## src/rtl/pwr_pkg.sv

```systemverilog
package pwr_pkg;
   typedef enum logic [1:0] {
      PS_RUN  = 2'd0,
      PS_NAP  = 2'd1,
      PS_DEEP = 2'd2,
      PS_WARM = 2'd3
   } pstate_t;

   localparam logic [1:0] CODE_RUN  = 2'b00;
   localparam logic [1:0] CODE_NAP  = 2'b01;
   localparam logic [1:0] CODE_DEEP = 2'b10;

   function automatic logic [1:0] code_of(pstate_t s);
      case (s)
         PS_RUN:  code_of = CODE_RUN;
         PS_NAP:  code_of = CODE_NAP;
         default: code_of = CODE_DEEP;
      endcase
   endfunction
endpackage

```

## src/rtl/pwr_trig_dec.sv

```systemverilog
module pwr_trig_dec #(
   parameter int unsigned AW = 8,
   parameter logic [AW-1:0] IDLE_ADDR = '0,
   parameter logic [AW-1:0] STBY_ADDR = '1
) (
   input  logic          wr,
   input  logic [AW-1:0] addr,
   output logic          go_nap,
   output logic          go_deep
);
   // only the address is decoded; the data never reaches here
   assign go_nap  = wr && (addr == IDLE_ADDR);
   assign go_deep = wr && (addr == STBY_ADDR);
endmodule

```

## src/rtl/pwr_wake_cond.sv

```systemverilog
module pwr_wake_cond #(
   parameter int unsigned NIRQ        = 8,
   parameter int unsigned SYNC_STAGES = 0
) (
   input  logic            clk,
   input  logic            rst_n,
   input  logic [NIRQ-1:0] irq_pending,
   input  logic [NIRQ-1:0] irq_mask,
   input  logic            key_press,
   input  logic            wake_pin,
   input  logic            rtc_event,
   input  logic            cold,
   output logic            nap_exit,
   output logic            deep_exit
);
   logic wake_s, rtc_s;

   generate
      if (SYNC_STAGES == 0) begin : g_direct
         assign wake_s = wake_pin;
         assign rtc_s  = rtc_event;
      end else begin : g_sync
         logic [SYNC_STAGES-1:0] wake_q, rtc_q;
         always_ff @(posedge clk or negedge rst_n) begin
            if (!rst_n) begin
               wake_q <= '0;
               rtc_q  <= '0;
            end else begin
               for (int i = SYNC_STAGES-1; i > 0; i--) begin
                  wake_q[i] <= wake_q[i-1];
                  rtc_q[i]  <= rtc_q[i-1];
               end
               wake_q[0] <= wake_pin;
               rtc_q[0]  <= rtc_event;
            end
         end
         assign wake_s = wake_q[SYNC_STAGES-1];
         assign rtc_s  = rtc_q[SYNC_STAGES-1];
      end
   endgenerate

   // only enabled interrupts count
   assign nap_exit  = (|(irq_pending & irq_mask)) || key_press || wake_s;
   // interrupts and keys never end deep sleep; rtc only after first wake
   assign deep_exit = wake_s || (rtc_s && !cold);
endmodule

```

## src/rtl/pwr_warm_timer.sv

```systemverilog
module pwr_warm_timer #(
   parameter int unsigned CW = 8
) (
   input  logic          clk,
   input  logic          rst_n,
   input  logic          start,
   input  logic          run,
   input  logic [CW-1:0] delay,
   output logic          done
);
   logic [CW-1:0] cnt;

   // loaded on the wake edge, counts down once per wake-up cycle
   always_ff @(posedge clk or negedge rst_n) begin
      if (!rst_n)                  cnt <= '0;
      else if (start)              cnt <= delay;
      else if (run && cnt != '0)   cnt <= cnt - 1'b1;
   end

   assign done = run && (cnt == '0);
endmodule

```

## src/rtl/pwr_state_ctrl.sv

```systemverilog
module pwr_state_ctrl
   import pwr_pkg::*;
#(
   parameter int unsigned AW          = 8,
   parameter int unsigned DW          = 32,
   parameter int unsigned NIRQ        = 8,
   parameter int unsigned CW          = 8,
   parameter logic [AW-1:0] IDLE_ADDR = 8'h40,
   parameter logic [AW-1:0] STBY_ADDR = 8'h44,
   parameter int unsigned SYNC_STAGES = 0
) (
   input  logic            clk,
   input  logic            rst_n,
   input  logic            bus_wr,
   input  logic [AW-1:0]   bus_addr,
   input  logic [DW-1:0]   bus_wdata,
   input  logic [NIRQ-1:0] irq_pending,
   input  logic [NIRQ-1:0] irq_mask,
   input  logic            key_press,
   input  logic            wake_pin,
   input  logic            rtc_event,
   input  logic [CW-1:0]   warm_cycles,
   output logic            cpu_clk_en,
   output logic            osc_en,
   output logic            sref_req,
   output logic [1:0]      state_code
);
   initial begin : p_param_chk
      assert (IDLE_ADDR != STBY_ADDR) else $fatal(1, "trigger addresses collide");
      assert (NIRQ >= 1 && CW >= 1 && AW >= 1) else $fatal(1, "bad widths");
      assert (SYNC_STAGES <= 4) else $fatal(1, "SYNC_STAGES too deep");
   end

   pstate_t st, st_nx;
   logic    cold;
   logic    go_nap, go_deep, nap_exit, deep_exit, warm_start, warm_done;
   logic    unused_wdata;

   assign unused_wdata = ^bus_wdata;

   pwr_trig_dec #(.AW(AW), .IDLE_ADDR(IDLE_ADDR), .STBY_ADDR(STBY_ADDR)) u_dec (
      .wr(bus_wr), .addr(bus_addr), .go_nap(go_nap), .go_deep(go_deep));

   pwr_wake_cond #(.NIRQ(NIRQ), .SYNC_STAGES(SYNC_STAGES)) u_wake (
      .clk(clk), .rst_n(rst_n), .irq_pending(irq_pending), .irq_mask(irq_mask),
      .key_press(key_press), .wake_pin(wake_pin), .rtc_event(rtc_event),
      .cold(cold), .nap_exit(nap_exit), .deep_exit(deep_exit));

   assign warm_start = (st == PS_DEEP) && deep_exit;

   pwr_warm_timer #(.CW(CW)) u_tmr (
      .clk(clk), .rst_n(rst_n), .start(warm_start), .run(st == PS_WARM),
      .delay(warm_cycles), .done(warm_done));

   always_comb begin
      st_nx = st;
      case (st)
         PS_RUN:  if (go_nap) st_nx = PS_NAP;
                  else if (go_deep) st_nx = PS_DEEP;
         PS_NAP:  if (nap_exit) st_nx = PS_RUN;
         PS_DEEP: if (deep_exit) st_nx = PS_WARM;
         PS_WARM: if (warm_done) st_nx = PS_RUN;
         default: st_nx = PS_DEEP;
      endcase
   end

   always_ff @(posedge clk or negedge rst_n) begin
      if (!rst_n) begin
         st   <= PS_DEEP;
         cold <= 1'b1;
      end else begin
         st <= st_nx;
         if (warm_start) cold <= 1'b0;
      end
   end

   assign cpu_clk_en = (st == PS_RUN);
   assign osc_en     = (st != PS_DEEP);
   assign sref_req   = (st == PS_DEEP);
   assign state_code = code_of(st);
endmodule

```

## config.mk

```make
export PLATFORM = sky130hd
export DESIGN_NAME = pwr_state_ctrl
export DESIGN_NICKNAME = d
export VERILOG_FILES = /design/src/rtl/pwr_pkg.sv /design/src/rtl/pwr_trig_dec.sv /design/src/rtl/pwr_wake_cond.sv /design/src/rtl/pwr_warm_timer.sv /design/src/rtl/pwr_state_ctrl.sv
export SDC_FILE = /design/constraint.sdc
export NUM_CORES = 1
export LEC_CHECK = 0
export ABC_AREA = 1
export BUFFER_PORTS_ARGS = -buffer_cell sky130_fd_sc_hd__buf_2
export CORE_AREA = 10 10 59 61
export CTS_BUF_LIST = sky130_fd_sc_hd__clkbuf_2
export CTS_CLUSTER_DIAMETER = 100
export DETAILED_ROUTE_END_ITERATION = 16
export DIE_AREA = 0 0 69 71
export GPL_ROUTABILITY_DRIVEN = 0
export PLACE_DENSITY = 0.9
export RECOVER_POWER = 100
export SLEW_MARGIN = 10
export SYNTH_ARGS = -nofsm -noshare
export SYNTH_HDL_FRONTEND = slang
export SYNTH_SLANG_ARGS = --single-unit
```

## constraint.sdc

```tcl
create_clock -name clk -period 2.2 [get_ports clk]
set_clock_uncertainty 0.2 [all_clocks]
set_input_delay 0.33 -clock clk [delete_from_list [all_inputs] [get_ports clk]]
set_output_delay 0.33 -clock clk [all_outputs]
set_load 0.02 [all_outputs]
```

==> results of run 1 <==
## layout make-up
type | instances | area (um^2)
inverter | 22 | 82.6
timing repair buffer | 43 | 216
multi-input combinational | 107 | 514
sequential | 11 | 278
fill | 266 | 1240
clock buffer | 4 | 20.0
tap | 30 | 37.5
## worst paths after layout
kind                                     end  cells after the start           start  slack [ns]
worst max-delay path                sref_req                      3           st[1]        0.28
worst min-delay path            u_tmr.cnt[6]                      3  warm_cycles[6]        0.09
worst max register to register  u_tmr.cnt[5]                      7    u_tmr.cnt[0]        0.36
worst min register to register          cold                      2            cold        0.27
max in group asynchronous              st[0]                      2           rst_n        1.05
min in group asynchronous       u_tmr.cnt[4]                      2           rst_n        0.36
## sequential cells by signal (all words and copies together) (netlist names)
signal / cells
u_tmr.cnt: 8
cold: 1
st: 2
## worst reg2reg max path: cells and delay by family, from the launching register on
| family | cells | cell delay [ns] |
|---|---|---|
| simple gates | 3 | 0.54 |
| flops | 1 | 0.41 |
| compound gates | 2 | 0.30 |
| fa+ha+maj | 1 | 0.17 |
| buf+inv | 1 | 0.12 |
## cells by family after synthesis
family / Yosys count / share of synthesized area, %
AND/OR/NAND/NOR: 87 / 42.0
buffers and inverters: 25 / 12.0
AO/OA/AOI/OAI: 18 / 12.5
flip-flops: 11 / 30.7
adder cells (fa/ha/maj): 2 / 2.77
## where the power goes
group	internal [mW]	switching [mW]	total (mW)	leakage, nW
Sequential	0.202	0	0.202	0.110
Combinational	0.0300	0.0205	0.0505	0.524
Clock	0.0482	0.0730	0.121	0.0166
## placed cells by master (no fill, tap or decap), drive strengths merged
master        n
a31oi         1
dlygate4sd3   1
clkinv        1
inv          21
nand3b        1
o21bai        3
nor3          1
dfrtp         9
o21ai        13
clkbuf        7
nand3        16
nand2        46
nor2         20
or2           3
ha            2
o211ai        1
buf          39
dfstp         2
## routing by layer
| metal | vias to the layer above | GRT usage [%] | part of all wire (%) |
|---|---|---|---|
| li1 | 536 | - | - |
| met1 | 411 | 10.8 | 45 |
| met2 | 14 | 16.5 | 50 |
| met3 | 2 | 2.51 | 4.1 |
| met4 | 0 | 2.68 | 0.60 |
| met5 | - | 0 | 0 |
==> reports/summary.txt, run 1 <==
Status: complete, no violations
Largest net degree at the start of global routing: 14
Setup TNS: 0 ns
HPWL after detailed placement: 1.94 mm
Slew @ Worst Pin: 0.601 ns
Power Dens Cells: 326 nW/um^2
Antenna Cells: 0
#FFs+latches synth: 11
DRT iter0 DRCs: 23
Layout cells sized above 1: 26.7%
Post-DR vias/cell: 4.44
Hold-fix buffers, CTS: 1
RSZ-0062 raised after global routing: false
Global-route wire length before repair: 3.99 mm
Hold_ws: 0.0875 ns
Final cell count without fillers: 217
FFs w/ async S/R, synth: 100%
Synth Cell Area: 903 um^2
Die H: 71 um
Crit. End Element: primary output
Area Overhead vs Synth: 27.1%
Max cap viols: 0
Io pins: 75
Vias in the first global route: 930
Fmax: 0.520 GHz
LEAKAGE: 0.651 nW
Distinct cells, synth: 25
CP arrival: 1.39 ns
Max incr delay on CP: 0.59 ns
Grt total ovfl: 0
Fin. max-slew vios: 0
Yosys top cell area share: 24.9%
Initial Util: 37.8%
CTS tree: done
CP max-delay cell: dfstp_1
Top post-synthesis cells by area: dfrtp_1, nand2_1, nand3_1, inv_1, nor2_1
Top-count cell post-synth: nand2_1
Syn Nets: 215
Post-synth top cells: nand2_1, inv_1, nor2_1, nand3_1
Core Util, Final: 48.1%
DRT Wirelength: 2.32 mm
Via count: 963
Final ANT Viol Nets: 0
Crit-path cells: inv_1 -> nor2_4 -> clkbuf_1
Hold/Removal Path Class: in2reg
TritonCTS Sinks: 11
Final Power: 374 uW
Worst slew margin relative to its limit: 59.9%
Layout net count: 260
Post-route DRC: 0
Final min period: 1.92 ns
CP max FO: 4
I/O Buffers: 42
Sequential share of the synthesized area: 30.7%
WP data required: 1.67 ns
CTS Buf Count: 3
CP top delay family: flip-flops
Hold Violations, Final: 0
Critical path type: reg2out
Worst path bufs/invs: 2
CTS max path bufs: 2
Placed cell count: 212
Synth area leader: dfrtp_1
Final WS setup: 0.276 ns
Avg Inst Size Synth: 6.32 um^2
Final Cell Area: 1150 um^2
DP Worst Slack: 0.466 ns
CTS Root Cell: clkbuf_2
H-tree levels: 1
Core ar.: 2390 um^2
DR pass1 iterations: 4
DR WL/cell: 10.7 um
Worst skew pair latency: 0.27 ns
Final setup fails: 0
Worst setup SP type: register
EDFF count, synth: 0
Yosys warnings: 0
Clk slew on worst S/H paths: 0.11 ns
# rows: 18
Maximum vdd drop: 0.000247 V
Post-CTS Setup Bufs: 0
Top_reg_cell synth: dfrtp_1
DIE AREA: 4900 um^2
Fin crit share: 87.5%
Post-Syn Instances: 143
Placed cell area: 1120 um^2
Cts repair resizes: 0
Initial antenna violation count: 0
DIE WIDTH: 69 um
Total global-route track usage: 9.36%
Power figures use the tool's default switching activity.
==> run 2: changes to the inputs <==
--- a/constraint.sdc
+++ b/constraint.sdc
@@ -4,2 +4,2 @@
 set_output_delay 0.33 -clock clk [all_outputs]
-set_load 0.02 [all_outputs]
+set_load 0.01 [all_outputs]
==> reports/summary.txt, run 2 (same netlist as run 1, synthesis figures left out) <==
Worst setup SP type: register
Commonest cells after routing, fill and taps aside: nand2_1, buf_2, inv_1, nor2_1, nand3_1
DRT iter0 DRCs: 23 (unchanged)
Status: complete, no violations
Setup TNS: 0 ns (unchanged)
Slew @ Worst Pin: 0.601 ns (unchanged)
R2r setup slk: 0.36 ns (about the same)
Initial antenna violation count: 0 (unchanged)
Sw Share: 25.0% (about the same)
# rows: 18 (unchanged)
CTS tree: done
Grt total ovfl: 0 (unchanged)
CTS Root Cell: clkbuf_2
Int Pwr: 280 uW (about the same)
Reg-to-Reg Start: u_tmr.cnt[0]
Clock network power share: 32.4% (about the same)
Io pins: 75 (unchanged)
Area Overhead vs Synth: 27.1% (unchanged)
CP top delay family: flip-flops
DR pass1 iterations: 4 (unchanged)
Worst skew pair latency: 0.27 ns (about the same)
Final min period: 1.85 ns (-0.0733 ns)
H-tree levels: 1 (unchanged)
WHS Path Cells: 3 (unchanged)
CTS Buf Count: 3 (unchanged)
Max incr delay on CP: 0.59 ns (about the same)
Most common cell after layout, fill and taps aside: nand2_1
Final setup fails: 0 (unchanged)
LEAKAGE: 0.654 nW (+0.51%)
Final ANT Viol Nets: 0 (unchanged)
Worst path bufs/invs: 3 (+1)
Global-route wire length before repair: 3.99 mm (unchanged)
CP Depth: 4 (+1)
R2R cell count: 7 (unchanged)
Layout net count: 260 (unchanged)
Critical path type: reg2out
Met3 Use GR: 2.51% (unchanged)
Fin. max-slew vios: 0 (unchanged)
CP max-delay cell: dfstp_1
Top cell by count, worst path: inv_1
HPWL after detailed placement: 1.94 mm (unchanged)
Max cap viols: 0 (unchanged)
Die H: 71 um (unchanged)
DRT Wirelength: 2.32 mm (about the same)
Worst Hold End: u_tmr.cnt[6]
CP arrival: 1.32 ns (-0.07 ns)
Clk slew on worst S/H paths: 0.11 ns (about the same)
Worst slew margin relative to its limit: 59.9% (unchanged)
I/O Buffers: 42 (unchanged)
CTS max path bufs: 2 (unchanged)
WP data required: 1.67 ns (about the same)
Via count: 963 (unchanged)
DR WL/cell: 10.7 um (about the same)
Crit. End Element: primary output
Hold Violations, Final: 0 (unchanged)
Post-CTS Setup Bufs: 0 (unchanged)
Combinational power share: 13.5% (about the same)
M2 GR Usage: 16.5% (unchanged)
Sequential power share: 54.1% (about the same)
Hold/Removal Path Class: in2reg
Fmax: 0.540 GHz (+4.0%)
Hold_ws: 0.0875 ns (unchanged)
RSZ-0062 raised after global routing: false
Antenna Cells: 0 (unchanged)
DIE WIDTH: 69 um (unchanged)
Total global-route track usage: 9.36% (unchanged)
Maximum vdd drop: 0.000247 V (unchanged)
Crit-path cells: inv_1 -> nor2_4 -> inv_1 -> clkbuf_1
DIE AREA: 4900 um^2 (unchanged)
Layout cells sized above 1: 26.7% (unchanged)
TritonCTS Sinks: 11 (unchanged)
Post-DR vias/cell: 4.44 (unchanged)
Vias in the first global route: 930 (unchanged)
CP max FO: 4 (unchanged)
Core ar.: 2390 um^2 (unchanged)
Hold_sp: warm_cycles[6]
Fin crit share: 84.1% (-3.3 points)
Reg with most FFs: u_tmr.cnt
Initial Util: 37.8% (unchanged)
RR Endpoint: u_tmr.cnt[5]
Largest regs: u_tmr.cnt: 8 flops, st: 2 flops, cold: 1 flops
M1 GR Usage: 10.8% (unchanged)
Power Dens Cells: 326 nW/um^2 (about the same)
Largest net degree at the start of global routing: 14 (unchanged)
Switching Power: 93.5 uW (about the same)
Largest register FFs: 8 (unchanged)
Layer with the highest usage: met2
Post-route DRC: 0 (unchanged)
## run 2: power by group through the flow
stage               logic, mW  registers [mW]  clock network [mW]
finish                 0.0505           0.202               0.121
global route           0.0588           0.202               0.133
CTS                    0.0517           0.202               0.123
detailed placement     0.0503           0.206                   0
global placement       0.0493           0.206                   0
floorplan              0.0139           0.206                   0
## run 2: cell type report
cell class	count	area, um^2
fill	265	1240
multi-input combinational	107	514
sequential	11	278
timing repair buffer	43	216
inverter	22	82.6
tap	30	37.5
clock buffer	4	20.0
## run 2: worst min-delay path, delay by kind of cell
family | cells | cell delay, ns
buffers and inverters | 1 | 0.08
and+or+nand+nor | 2 | 0.11
## run 2: per-stage QoR
| stage | setup WS (ns) | instances | area, um^2 | utilization (%) | total power [mW] |
|---|---|---|---|---|---|
| 5_1_grt | 0.177 | 217 | 1150 | 48.1 | 0.394 |
| 4_1_cts | 0.413 | 217 | 1150 | 48.4 | 0.377 |
| 6_report | 0.349 | 217 | 1150 | 48.1 | 0.374 |
| 3_3_place_gp | 0.484 | 212 | 1120 | 47.1 | 0.255 |
| 3_5_place_dp | 0.466 | 212 | 1120 | 47.1 | 0.256 |
| 2_1_floorplan | 0.618 | 143 | 903 | - | 0.220 |
## run 2: worst max-delay path by stage
| stage | start | endpoint | slack [ns] |
|---|---|---|---|
| 6_report | st[1] | osc_en | 0.35 |
| 5_1_grt | u_tmr.cnt[1] | u_tmr.cnt[2] | 0.18 |
| 4_1_cts | st[1] | osc_en | 0.41 |
| 3_5_place_dp | u_tmr.cnt[0] | u_tmr.cnt[2] | 0.47 |
| 3_3_place_gp | u_tmr.cnt[0] | u_tmr.cnt[2] | 0.48 |
| 2_1_floorplan | u_tmr.cnt[0] | u_tmr.cnt[6] | 0.62 |
## run 2: layer usage
metal | wire, um | part of all wire, % | vias up
li1 | - | - | 536
met1 | 1040 | 45 | 411
met2 | 1170 | 50 | 14
met3 | 95 | 4.1 | 2
met4 | 14 | 0.60 | 0
met5 | 0 | 0 | -
## run 2: timing repair
action,in CTS,in global routing
hold endpoints to repair,11,0
gates resized for setup,0,0
hold buffers,1,0
